**src/rtl/mrb_pkg.sv**
```systemverilog
package mrb_pkg;

  typedef enum logic [1:0] {
    HD_IDLE   = 2'd0,
    HD_WAIT   = 2'd1,
    HD_COMMIT = 2'd2,
    HD_FAULT  = 2'd3
  } head_state_e;

  function automatic int unsigned ring_next(int unsigned p, int unsigned depth);
    return (p + 1 == depth) ? 0 : p + 1;
  endfunction

endpackage

```
**src/rtl/mrb_payload_ram.sv**
```systemverilog
module mrb_payload_ram #(
  parameter int DEPTH = 16,
  parameter int WIDTH = 64,
  localparam int IDX_W = $clog2(DEPTH)
) (
  input  logic             clk,
  input  logic             we,
  input  logic [IDX_W-1:0] waddr,
  input  logic [WIDTH-1:0] wdata,
  input  logic [IDX_W-1:0] raddr,
  output logic [WIDTH-1:0] rdata
);

  logic [WIDTH-1:0] mem [DEPTH];

  always_ff @(posedge clk) begin
    if (we) begin
      mem[waddr] <= wdata;
    end
    rdata <= mem[raddr];
  end

endmodule

```
**src/rtl/mrb_status.sv**
```systemverilog
module mrb_status #(
  parameter int DEPTH    = 16,
  parameter int MAX_UOPS = 4,
  parameter int EXC_W    = 4,
  localparam int IDX_W   = $clog2(DEPTH),
  localparam int SLOT_W  = (MAX_UOPS > 1) ? $clog2(MAX_UOPS) : 1
) (
  input  logic              clk,
  input  logic              rst,
  input  logic              flush,
  input  logic              retire,
  input  logic [IDX_W-1:0]  head,
  input  logic              alloc_we,
  input  logic [IDX_W-1:0]  alloc_at,
  input  logic [SLOT_W-1:0] alloc_nm1,
  input  logic              wb_valid,
  input  logic [IDX_W-1:0]  wb_idx,
  input  logic [SLOT_W-1:0] wb_slot,
  input  logic              wb_exc,
  input  logic [EXC_W-1:0]  wb_code,
  output logic              head_valid,
  output logic              head_done,
  output logic              head_exc,
  output logic [EXC_W-1:0]  head_code
);

  logic [MAX_UOPS-1:0] prefill;
  logic [DEPTH-1:0]    valid_vec;
  logic [MAX_UOPS-1:0] done_arr [DEPTH];
  logic                exc_arr  [DEPTH];
  logic [EXC_W-1:0]    code_arr [DEPTH];

  // Positions past the instruction's count start out as already done.
  always_comb begin
    for (int s = 0; s < MAX_UOPS; s++) begin
      prefill[s] = (s > int'(alloc_nm1));
    end
  end

  for (genvar e = 0; e < DEPTH; e++) begin : g_ent
    logic                v_q;
    logic [MAX_UOPS-1:0] d_q;
    logic                x_q;
    logic [SLOT_W-1:0]   xs_q;
    logic [EXC_W-1:0]    c_q;
    logic                hit;
    logic                mine_alloc;
    logic                mine_retire;

    assign hit         = wb_valid && (wb_idx == IDX_W'(e)) && v_q && !d_q[wb_slot];
    assign mine_alloc  = alloc_we && (alloc_at == IDX_W'(e));
    assign mine_retire = retire && (head == IDX_W'(e));

    always_ff @(posedge clk) begin
      if (rst || flush) begin
        v_q  <= 1'b0;
        d_q  <= '0;
        x_q  <= 1'b0;
        xs_q <= '0;
        c_q  <= '0;
      end else if (mine_retire) begin
        v_q <= 1'b0;
      end else if (mine_alloc) begin
        v_q  <= 1'b1;
        d_q  <= prefill;
        x_q  <= 1'b0;
        xs_q <= '0;
        c_q  <= '0;
      end else if (hit) begin
        d_q[wb_slot] <= 1'b1;
        if (wb_exc && (!x_q || wb_slot < xs_q)) begin
          x_q  <= 1'b1;
          xs_q <= wb_slot;
          c_q  <= wb_code;
        end
      end
    end

    assign valid_vec[e] = v_q;
    assign done_arr[e]  = d_q;
    assign exc_arr[e]   = x_q;
    assign code_arr[e]  = c_q;
  end

  assign head_valid = valid_vec[head];
  assign head_done  = &done_arr[head];
  assign head_exc   = exc_arr[head];
  assign head_code  = code_arr[head];

endmodule

```
**src/rtl/mrb_ptrs.sv**
```systemverilog
module mrb_ptrs #(
  parameter int DEPTH  = 16,
  localparam int IDX_W = $clog2(DEPTH),
  localparam int CNT_W = $clog2(DEPTH + 1)
) (
  input  logic             clk,
  input  logic             rst,
  input  logic             accept,
  input  logic             retire,
  input  logic             flush,
  output logic [IDX_W-1:0] head,
  output logic [IDX_W-1:0] tail,
  output logic [CNT_W-1:0] count,
  output logic             full
);
  import mrb_pkg::*;

  logic [IDX_W-1:0] head_q, tail_q;
  logic [CNT_W-1:0] cnt_q;

  always_ff @(posedge clk) begin
    if (rst) begin
      head_q <= '0;
      tail_q <= '0;
      cnt_q  <= '0;
    end else if (flush) begin
      tail_q <= head_q;
      cnt_q  <= '0;
    end else begin
      if (retire) head_q <= IDX_W'(ring_next(int'(head_q), DEPTH));
      if (accept) tail_q <= IDX_W'(ring_next(int'(tail_q), DEPTH));
      case ({accept, retire})
        2'b10:   cnt_q <= cnt_q + 1'b1;
        2'b01:   cnt_q <= cnt_q - 1'b1;
        default: cnt_q <= cnt_q;
      endcase
    end
  end

  assign head  = head_q;
  assign tail  = tail_q;
  assign count = cnt_q;
  assign full  = (cnt_q == CNT_W'(DEPTH));

endmodule

```
**src/rtl/mop_retire_buffer.sv**
```systemverilog
module mop_retire_buffer #(
  parameter int DEPTH    = 16,
  parameter int ADDR_W   = 32,
  parameter int PTAG_W   = 7,
  parameter int MAX_UOPS = 4,
  parameter int EXC_W    = 4,
  localparam int IDX_W   = $clog2(DEPTH),
  localparam int SLOT_W  = (MAX_UOPS > 1) ? $clog2(MAX_UOPS) : 1,
  localparam int TAGS_W  = MAX_UOPS * PTAG_W,
  localparam int CNT_W   = $clog2(DEPTH + 1),
  localparam int PAY_W   = ADDR_W + SLOT_W + TAGS_W
) (
  input  logic              clk,
  input  logic              rst,
  input  logic              alloc_valid,
  input  logic [ADDR_W-1:0] alloc_pc,
  input  logic [SLOT_W-1:0] alloc_nuop_m1,
  input  logic [TAGS_W-1:0] alloc_ptags,
  output logic              alloc_ready,
  output logic [IDX_W-1:0]  alloc_idx,
  input  logic              wb_valid,
  input  logic [IDX_W-1:0]  wb_idx,
  input  logic [SLOT_W-1:0] wb_slot,
  input  logic              wb_exc,
  input  logic [EXC_W-1:0]  wb_code,
  output logic              ret_valid,
  output logic [ADDR_W-1:0] ret_pc,
  output logic [SLOT_W-1:0] ret_nuop_m1,
  output logic [TAGS_W-1:0] ret_ptags,
  output logic              flush_valid,
  output logic [ADDR_W-1:0] flush_pc,
  output logic [EXC_W-1:0]  flush_cause
);
  import mrb_pkg::*;

  logic [IDX_W-1:0] head, tail;
  logic [CNT_W-1:0] cnt;
  logic             full;
  logic             head_valid, head_done, head_exc;
  logic [EXC_W-1:0] head_code;
  head_state_e      hstate;
  logic             commit, fault, accept;
  logic [PAY_W-1:0] pay_w, pay_r;

  always_comb begin
    if (!head_valid)    hstate = HD_IDLE;
    else if (!head_done) hstate = HD_WAIT;
    else if (head_exc)   hstate = HD_FAULT;
    else                 hstate = HD_COMMIT;
  end

  assign commit      = (hstate == HD_COMMIT);
  assign fault       = (hstate == HD_FAULT);
  assign alloc_ready = !full && !fault;
  assign accept      = alloc_valid && alloc_ready;
  assign alloc_idx   = tail;

  mrb_ptrs #(.DEPTH(DEPTH)) u_ptrs (
    .clk    (clk),
    .rst    (rst),
    .accept (accept),
    .retire (commit),
    .flush  (fault),
    .head   (head),
    .tail   (tail),
    .count  (cnt),
    .full   (full)
  );

  mrb_status #(.DEPTH(DEPTH), .MAX_UOPS(MAX_UOPS), .EXC_W(EXC_W)) u_status (
    .clk        (clk),
    .rst        (rst),
    .flush      (fault),
    .retire     (commit),
    .head       (head),
    .alloc_we   (accept),
    .alloc_at   (tail),
    .alloc_nm1  (alloc_nuop_m1),
    .wb_valid   (wb_valid),
    .wb_idx     (wb_idx),
    .wb_slot    (wb_slot),
    .wb_exc     (wb_exc),
    .wb_code    (wb_code),
    .head_valid (head_valid),
    .head_done  (head_done),
    .head_exc   (head_exc),
    .head_code  (head_code)
  );

  assign pay_w = {alloc_nuop_m1, alloc_ptags, alloc_pc};

  // Read of the head slot is registered, lining up with the status registers below.
  mrb_payload_ram #(.DEPTH(DEPTH), .WIDTH(PAY_W)) u_pay (
    .clk   (clk),
    .we    (accept),
    .waddr (tail),
    .wdata (pay_w),
    .raddr (head),
    .rdata (pay_r)
  );

  always_ff @(posedge clk) begin
    if (rst) begin
      ret_valid   <= 1'b0;
      flush_valid <= 1'b0;
      flush_cause <= '0;
    end else begin
      ret_valid   <= commit;
      flush_valid <= fault;
      flush_cause <= fault ? head_code : flush_cause;
    end
  end

  assign ret_pc      = pay_r[ADDR_W-1:0];
  assign ret_ptags   = pay_r[ADDR_W +: TAGS_W];
  assign ret_nuop_m1 = pay_r[ADDR_W+TAGS_W +: SLOT_W];
  assign flush_pc    = pay_r[ADDR_W-1:0];

endmodule

```
**config.mk**
```make
export PLATFORM = sky130hd
export DESIGN_NAME = mop_retire_buffer
export DESIGN_NICKNAME = d
export VERILOG_FILES = /design/src/rtl/mrb_pkg.sv /design/src/rtl/mrb_payload_ram.sv /design/src/rtl/mrb_status.sv /design/src/rtl/mrb_ptrs.sv /design/src/rtl/mop_retire_buffer.sv
export SDC_FILE = /design/constraint.sdc
export NUM_CORES = 2
export LEC_CHECK = 0
export CAP_MARGIN = 30
export CORE_ASPECT_RATIO = 1.5
export CORE_MARGIN = 3
export CORE_UTILIZATION = 35
export CTS_CLUSTER_SIZE = 25
export DETAILED_ROUTE_END_ITERATION = 10
export DONT_BUFFER_PORTS = 1
export GPL_TIMING_DRIVEN = 0
export HOLD_SLACK_MARGIN = 0.06
export SLEW_MARGIN = 30
export SYNTH_ARGS = -nofsm -noshare
export SYNTH_HDL_FRONTEND = slang
export SYNTH_SLANG_ARGS = --single-unit
```
**constraint.sdc**
```tcl
create_clock -name clk -period 5.08 [get_ports clk]
set_input_delay 0.254 -clock clk [delete_from_list [all_inputs] [get_ports clk]]
set_output_delay 0.254 -clock clk [all_outputs]
set_load 0.02 [all_outputs]
```
* Word-level counts from Yosys, hierarchy flattened
Memory sizes are Yosys's and may differ from the RTL's. A register that Yosys moved wholly into a read port is not among the register bits. Cells that the tools add are included.
Cells by class: mux-type cells 231, reduce and logical (&&, ||, !) cells 238, add/sub/neg operators 4, bitwise operators 34, order comparisons 23, eq/ne operators 52
Operators by type and width (count):
- 4-bit two-way mux | 88
- 2-bit two-way mux | 50
- 1-bit logical AND | 99
- 4-bit equality test, second input constant | 24
- 1-bit two-way mux | 71
- 2-bit nonzero test | 34
- 4-bit OR | 16
- 4-bit by 3-bit equality test with 1-bit output, second input constant | 12
- 3-bit AND reduction | 16
- 1-bit logical NOT | 34
- 2-bit AND reduction | 17
- 2-bit OR reduction | 17
- 1-bit binary-select mux with 2-bit select | 16
- 4-bit binary-select mux with 4-bit select | 2
- 2-bit less-than comparator | 16
- 4-bit by 2-bit equality test with 1-bit output, second input constant | 6
- 1-bit logical OR | 17
- 1-bit inverter | 17
- 5-bit equality test, second input constant | 3
- 4-bit by 1-bit equality test with 1-bit output, second input constant | 3
- 4-bit logical NOT | 3
- 4-bit by 1-bit adder with 5-bit output, second input constant | 2
- 5-bit case mux with 2 select lines | 1
- 1-bit binary-select mux with 4-bit select | 2
- other kinds (13) | 16
Storage, ports and cells: memories kept 1, bits in writable memories 992, output and inout bits 105, register bits after elaboration 211
Memories:
- u_pay.mem | depth 16, width 62, rd ports 1, clocked after memory_dff 1, wr ports 1, line mrb_payload_ram.sv:14 | logic [WIDTH-1:0] mem [DEPTH];

* Longest topological paths before layout
depth in word-level cells 14, mapped depth 20

* Hierarchy
A second synthesis with hierarchy kept.
Second synthesis, totals: cells, all modules 2705, area, all modules 48963.2 um2
Modules (own cells, without submodules):
- mrb_payload_ram | cells each 1598, instances 1, area each 38333.0 um2
- mrb_status | cells each 966, instances 1, area each 9390.3 um2
- mrb_ptrs | cells each 82, instances 1, area each 733.2 um2
- mop_retire_buffer | cells each 59, instances 1, area each 506.7 um2

* Least setup slack after synthesis
No wires, ideal clock.
path kind register to register, from reg u_ptrs.head_q[1] (netlist: u_ptrs.head[1]), to reg u_status.g_ent[11].x_q, library setup time 0.122 ns, arrival time 5.338 ns, stages on the path, launching flop included 10, clock period less this slack 5.460 ns, required time 4.958 ns, setup slack -0.380 ns, cells stage by stage dfxtp_1 > buf_6 > mux4_2 > mux2i_1 > nor2_1 > a21oi_2 > nor3_4 > nor2_1 > o21ai_4 > mux2_4
Between the ends: cells in the longest elaborated chain, start to end 14, elaborated cells on any way between the ends 27, those cells by class eq/ne (3); mux (12); bitwise (2); reduce/logical (10)
Ends and longest elaborated chain:
- start, declared | line mrb_ptrs.sv:18 | logic [IDX_W-1:0] head_q, tail_q;
- start signal, assigned | line mrb_ptrs.sv:30 | if (retire) head_q <= IDX_W'(ring_next(int'(head_q), DEPTH));
- 4-bit inverter with 5-bit output (implied by the code) | line mrb_status.sv:86, mrb_status.sv:87
- 4-bit binary-select mux with 4-bit select or 1-bit binary-select mux with 4-bit select (tied branches) | line mrb_status.sv:86, mrb_status.sv:87
- 4-bit two-way mux (implied by the code) or 1-bit two-way mux (tied branches) (2 in series) | line mrb_status.sv:86, mrb_status.sv:87
- 4-bit AND reduction or 1-bit two-way mux (tied branches) | line mrb_status.sv:86, mop_retire_buffer.sv:48
- 2-bit two-way mux | line mop_retire_buffer.sv:47 | else if (!head_done) hstate = HD_WAIT;
- 2-bit two-way mux * | line mop_retire_buffer.sv:46 | if (!head_valid) hstate = HD_IDLE;
- 2-bit equality test * | line mop_retire_buffer.sv:53 | assign fault = (hstate == HD_FAULT);
- 1-bit logical NOT * | line mop_retire_buffer.sv:54 | assign alloc_ready = !full && !fault;
- 1-bit logical AND * | line mop_retire_buffer.sv:54
- 1-bit logical AND * | line mop_retire_buffer.sv:55 | assign accept = alloc_valid && alloc_ready;
- 1-bit logical AND * | line mrb_status.sv:51 | assign mine_alloc = alloc_we && (alloc_at == IDX_W'(e));
- net u_status.g_ent[11].mine_alloc | line mrb_status.sv:47 | logic mine_alloc;
- 2-bit nonzero test (no source line)
- 3-bit AND reduction (no source line)
- end signal, assigned | line mrb_status.sv:58 | x_q <= 1'b0;
- end signal, assigned | line mrb_status.sv:66 | x_q <= 1'b0;
- end signal, assigned | line mrb_status.sv:72 | x_q <= 1'b1;
- end, declared | line mrb_status.sv:43 | logic x_q;
Mark *: on every way through the listed nets, which the timed path passes. The rest lies on a longest branch. The select of a mux whose other input is x is not followed. A chain may end at the register's enable or synchronous reset.

* Worst setup path after layout
from reg u_ptrs.head_q[1] (netlist: u_ptrs.head[1]), to reg u_status.g_ent[0].c_q[1]
Between the ends: cells in the longest elaborated chain, start to end 14, elaborated cells on any way between the ends 27, those cells by class eq/ne (2); mux (12); bitwise (2); reduce/logical (11)
Ends and longest elaborated chain:
- 4-bit inverter with 5-bit output (implied by the code) | line mrb_status.sv:86, mrb_status.sv:87
- 4-bit binary-select mux with 4-bit select or 1-bit binary-select mux with 4-bit select (tied branches) | line mrb_status.sv:86, mrb_status.sv:87
- 4-bit two-way mux (implied by the code) or 1-bit two-way mux (tied branches) (2 in series) | line mrb_status.sv:86, mrb_status.sv:87
- 4-bit AND reduction or 1-bit two-way mux (tied branches) | line mrb_status.sv:86, mop_retire_buffer.sv:48
- 2-bit two-way mux | line mop_retire_buffer.sv:47
- 2-bit two-way mux | line mop_retire_buffer.sv:46
- 2-bit equality test | line mop_retire_buffer.sv:53
- 1-bit logical NOT | line mop_retire_buffer.sv:54
- 1-bit logical AND | line mop_retire_buffer.sv:54
- 1-bit logical AND | line mop_retire_buffer.sv:55
- 1-bit logical AND | line mrb_status.sv:51
- 2-bit nonzero test (no source line)
- 3-bit AND reduction (no source line)
- end signal, assigned | line mrb_status.sv:74 | c_q <= wb_code;
- end, declared | line mrb_status.sv:45 | logic [EXC_W-1:0] c_q;
Parallel ways exist; a longest one is shown, timed or not. The select of a mux whose other input is x is not followed.

==> results.json <==
{
  "result_of_the_run": "finished clean",
  "post_synth_most_frequent_cells": "sky130_fd_sc_hd__edfxtp_1 (992), sky130_fd_sc_hd__mux4_2 (364), sky130_fd_sc_hd__dfxtp_1 (273), sky130_fd_sc_hd__a21oi_1 (88), sky130_fd_sc_hd__nand3_1 (88)",
  "fin_crit_ns": 4.77,
  "synth_seq_cells": 1265,
  "leakage_nw": 18.3,
  "final_core_util_pct": 41.5,
  "numClockSinks": 1265,
  "pwr-share-comb_pct": 3.4,
  "synth_edf_count": 992,
  "fin_area_um2": 58700,
  "seqPwrFrac_pct": 53.4,
  "cp-startpoint": "u_ptrs.head[1]",
  "synth_top_flop_cell": "sky130_fd_sc_hd__edfxtp_1",
  "multi_input_area_um2": 13600,
  "ys_top_cells_by_area": "sky130_fd_sc_hd__edfxtp_1 (60%), sky130_fd_sc_hd__mux4_2 (16%), sky130_fd_sc_hd__dfxtp_1 (11%)",
  "first_global_vias": 28300,
  "cts_htree_levels": 3,
  "power_mw": 21.4,
  "gp_congestion": 0.979,
  "crit_required_ns": 5.74,
  "synthesis.nets": 2788,
  "hp-start": "wb_idx[1]",
  "cts.clk_slew.worst_paths_ns": 0.06,
  "place_area_um2": 53800,
  "tritoncts": "yes",
  "regToRegSetupSlack_ns": 0.31,
  "worstMarginPinSlew_ns": 1.03,
  "std_cell_core_area_um2": 141000,
  "final_net_count": 3043,
  "reg2reg_from": "u_ptrs.head[1]",
  "die_h_um": 468,
  "setup_slack_ns": 0.313,
  "worst_hold_path_type": "input port to flop",
  "vdd.ir_drop.worst_v": 0.000298,
  "hold-path-cell-count": 5,
  "routed_wirelength_um": 145000,
  "layout_worst_path_cycle_share_pct": 93.8,
  "worstSkewPairLatency_ns": 0.78,
  "synthDistinctLibCells": 78,
  "p_sw_share_pct": 21.8,
  "startpoint_class": "flop",
  "achievable-frequency_mhz": 210,
  "grt_first_pass_wirelength_um": 209000,
  "initial_core_util_pct": 35.3,
  "synthesis.instances": 2682,
  "finalSetupViolCount": 0,
  "dr_total_vias": 27300,
  "worst-path-buf-inv": 6,
  "crit_type": "flop to flop",
  "fin_skew_ns": 0.0670,
  "critical-path-top-delay-family": "buffers and inverters",
  "tns_ns": 0,
  "io-pin-count": 182,
  "place_ws_ns": -0.346,
  "regArea_um2": 35300,
  "drc": 0,
  "maxCapViolations": 0,
  "numPortBuffers": 0,
  "post_synth.cell_area_avg_um2": 18.6,
  "die_w_um": 314,
  "dieArea_um2": 147000,
  "slew_headroom_pct": 31.0,
  "yosys.cell_count.top_type": "sky130_fd_sc_hd__edfxtp_1",
  "total_standard_cell_area_after_synthesis_um2": 49900,
  "ys_async_sr_fraction_pct": 0,
  "largest_net_degree_at_the_start_of_global_routing": 42,
  "slew_viol_final": 0,
  "fillCellCount": 12500,
  "drive_above_1_share_pct": 25.8,
  "arrival_ns": 5.43,
  "clock_power_share_pct": 43.2,
  "synth.yosys.warnings": 0,
  "dp.final_hpwl_um": 96900,
  "routedWlPerCell_um": 29.4,
  "grt_util_all_layers_pct": 19.7,
  "synth_seq_area_share_pct": 70.7,
  "cts.path.max_buffers": 3,
  "yosysTopAreaCell": "sky130_fd_sc_hd__edfxtp_1",
  "grt_overflow": 0,
  "antenna_violations_before_repair": 15,
  "clock_tree.root_cell": "sky130_fd_sc_hd__clkbuf_16",
  "final-hold-violation-count": 0,
  "path_max_fanout": 19,
  "whs_endpoint": "u_status.g_ent[5].d_q[0]",
  "placement_rows": 169,
  "yosysTopAreaCellShare_pct": 59.7,
  "vias_per_cell": 5.54,
  "worstPathCellList": "buf_4 -> buf_4 -> buf_2 -> clkdlybuf4s15_1 -> inv_1 -> ha_1 -> inv_1 -> nor4_2 -> nor3_2 -> nand4_1 -> o2bb2ai_1",
  "worst_path_max_delay_cell": "sky130_fd_sc_hd__clkdlybuf4s15_1",
  "ff2ff_path_depth": 11,
  "syn_to_final_growth_pct": 17.6,
  "ant_nets": 0,
  "rsz0062_at_grt": "no",
  "slowest_delay_ns": 0.76,
  "drt_pre_antenna_iters": 5,
  "reg2reg_to": "u_status.g_ent[0].c_q[1]",
  "cp-end-kind": "flop",
  "cts_inserted_buffers": 118,
  "intPower_mw": 16.7,
  "drt_iter0_drc": 2905,
  "power.density_nw_per_um2": 364,
  "power_switching_mw": 4.65
}
## metrics by stage
stage               cells  hold WS, ns
floorplan            2682        0.353
global placement     4563        0.354
detailed placement   4618        0.354
CTS                  4919       0.0635
global route         4927        0.113
finish               4935        0.105
## worst register-to-register path, stage by stage (launching register included)
cell and delay (ns):
sky130_fd_sc_hd__dfxtp_2 0.50, sky130_fd_sc_hd__buf_4 0.32, sky130_fd_sc_hd__buf_4 0.29, sky130_fd_sc_hd__buf_2 0.59, sky130_fd_sc_hd__clkdlybuf4s15_1 0.78, sky130_fd_sc_hd__inv_1 0.19, sky130_fd_sc_hd__ha_1 0.42, sky130_fd_sc_hd__inv_1 0.14
sky130_fd_sc_hd__nor4_2 0.09, sky130_fd_sc_hd__nor3_2 0.74, sky130_fd_sc_hd__nand4_1 0.41, sky130_fd_sc_hd__o2bb2ai_1 0.24
## worst max path at each step
| stage | endpoint | cells past startpoint |
|---|---|---|
| floorplan | u_pay.mem[8][0] | 9 |
| global placement | u_pay.mem[0][18] | 10 |
| detailed placement | u_ptrs.count[4] | 19 |
| CTS | u_ptrs.count[4] | 19 |
| global route | u_ptrs.count[4] | 19 |
| finish | u_status.g_ent[0].c_q[1] | 11 |
## cell type report
class | instances | share of cell area, %
multi-input combinational | 1185 | 23.2
buffer | 189 | 1.68
clock inverter | 69 | 1.38
antenna | 12 | 0.0512
tap | 1881 | 4.01
clock buffer | 156 | 5.45
timing repair buffer | 136 | 3.79
sequential | 1265 | 60.1
inverter | 42 | 0.328
## state kept, by name (all words and copies together), names as in the netlist
signal,flops
u_pay.mem,992
u_status.g_ent.c_q,64
u_status.g_ent.d_q,64
u_pay.rdata,62
u_status.g_ent.xs_q,32
u_status.g_ent.v_q,16
u_status.g_ent.x_q,16
u_ptrs.count,5
flush_cause,4
u_ptrs.head,4
u_ptrs.tail,4
flush_valid,1
ret_valid,1
## cell families after synthesis
logic type / Yosys count / share of synthesized area, %
flip-flops: 1265 / 70.7
AND/OR/NAND/NOR: 400 / 4.21
multiplexers: 392 / 17.1
AO/OA/AOI/OAI: 353 / 4.89
buffers and inverters: 232 / 2.20
adder cells (fa/ha/maj): 29 / 0.742
XOR/XNOR: 11 / 0.193
## layout by cell type (no fill, tap or decap), types with 15 or more instances in the layout
cell | netlist | routed
sky130_fd_sc_hd__edfxtp_1 | 992 | 992
sky130_fd_sc_hd__nor3_2 | 15 | 17
sky130_fd_sc_hd__a21oi_1 | 88 | 87
sky130_fd_sc_hd__nand3_1 | 88 | 88
sky130_fd_sc_hd__clkbuf_1 | 79 | 95
sky130_fd_sc_hd__buf_16 | 0 | 48
sky130_fd_sc_hd__nor2_1 | 75 | 66
sky130_fd_sc_hd__a211oi_1 | 76 | 76
sky130_fd_sc_hd__o2bb2ai_1 | 30 | 30
sky130_fd_sc_hd__nor3_1 | 55 | 53
sky130_fd_sc_hd__o21ai_0 | 62 | 61
sky130_fd_sc_hd__buf_2 | 26 | 48
sky130_fd_sc_hd__mux4_2 | 364 | 364
sky130_fd_sc_hd__dfxtp_1 | 273 | 272
sky130_fd_sc_hd__clkinv_2 | 0 | 25
sky130_fd_sc_hd__a21boi_0 | 15 | 15
sky130_fd_sc_hd__nand2_1 | 84 | 84
sky130_fd_sc_hd__mux2i_1 | 20 | 20
sky130_fd_sc_hd__ha_1 | 28 | 28
sky130_fd_sc_hd__dlygate4sd3_1 | 0 | 77
sky130_fd_sc_hd__clkbuf_16 | 0 | 119
sky130_fd_sc_hd__inv_1 | 41 | 34
sky130_fd_sc_hd__buf_4 | 42 | 46
## layer usage
| layer | routed length [um] | global-route usage, % |
|---|---|---|
| met4 | 6250 | 8.55 |
| met3 | 9710 | 3.37 |
| met1 | 55800 | 24.6 |
| met5 | 50 | 0 |
| met2 | 73300 | 33.8 |
## timing repair
action,in CTS,in global routing
endpoints found under the hold margin,1074,0
pin swaps,0,1
setup endpoints to repair,17,2
hold buffers,77,0
buffers inserted,0,2
resized for setup,3,1
## power groups by stage
| stage | sequential, mW | combinational, mW | clock, mW |
|---|---|---|---|
| after floorplan | 11.6 | 0.327 | 0 |
| after global placement | 11.7 | 0.518 | 0 |
| after detailed placement | 11.6 | 0.564 | 0 |
| after CTS | 11.4 | 0.727 | 9.43 |
| after global routing | 11.4 | 0.767 | 9.84 |
| final | 11.4 | 0.725 | 9.23 |
Power figures use the tool's default switching activity.
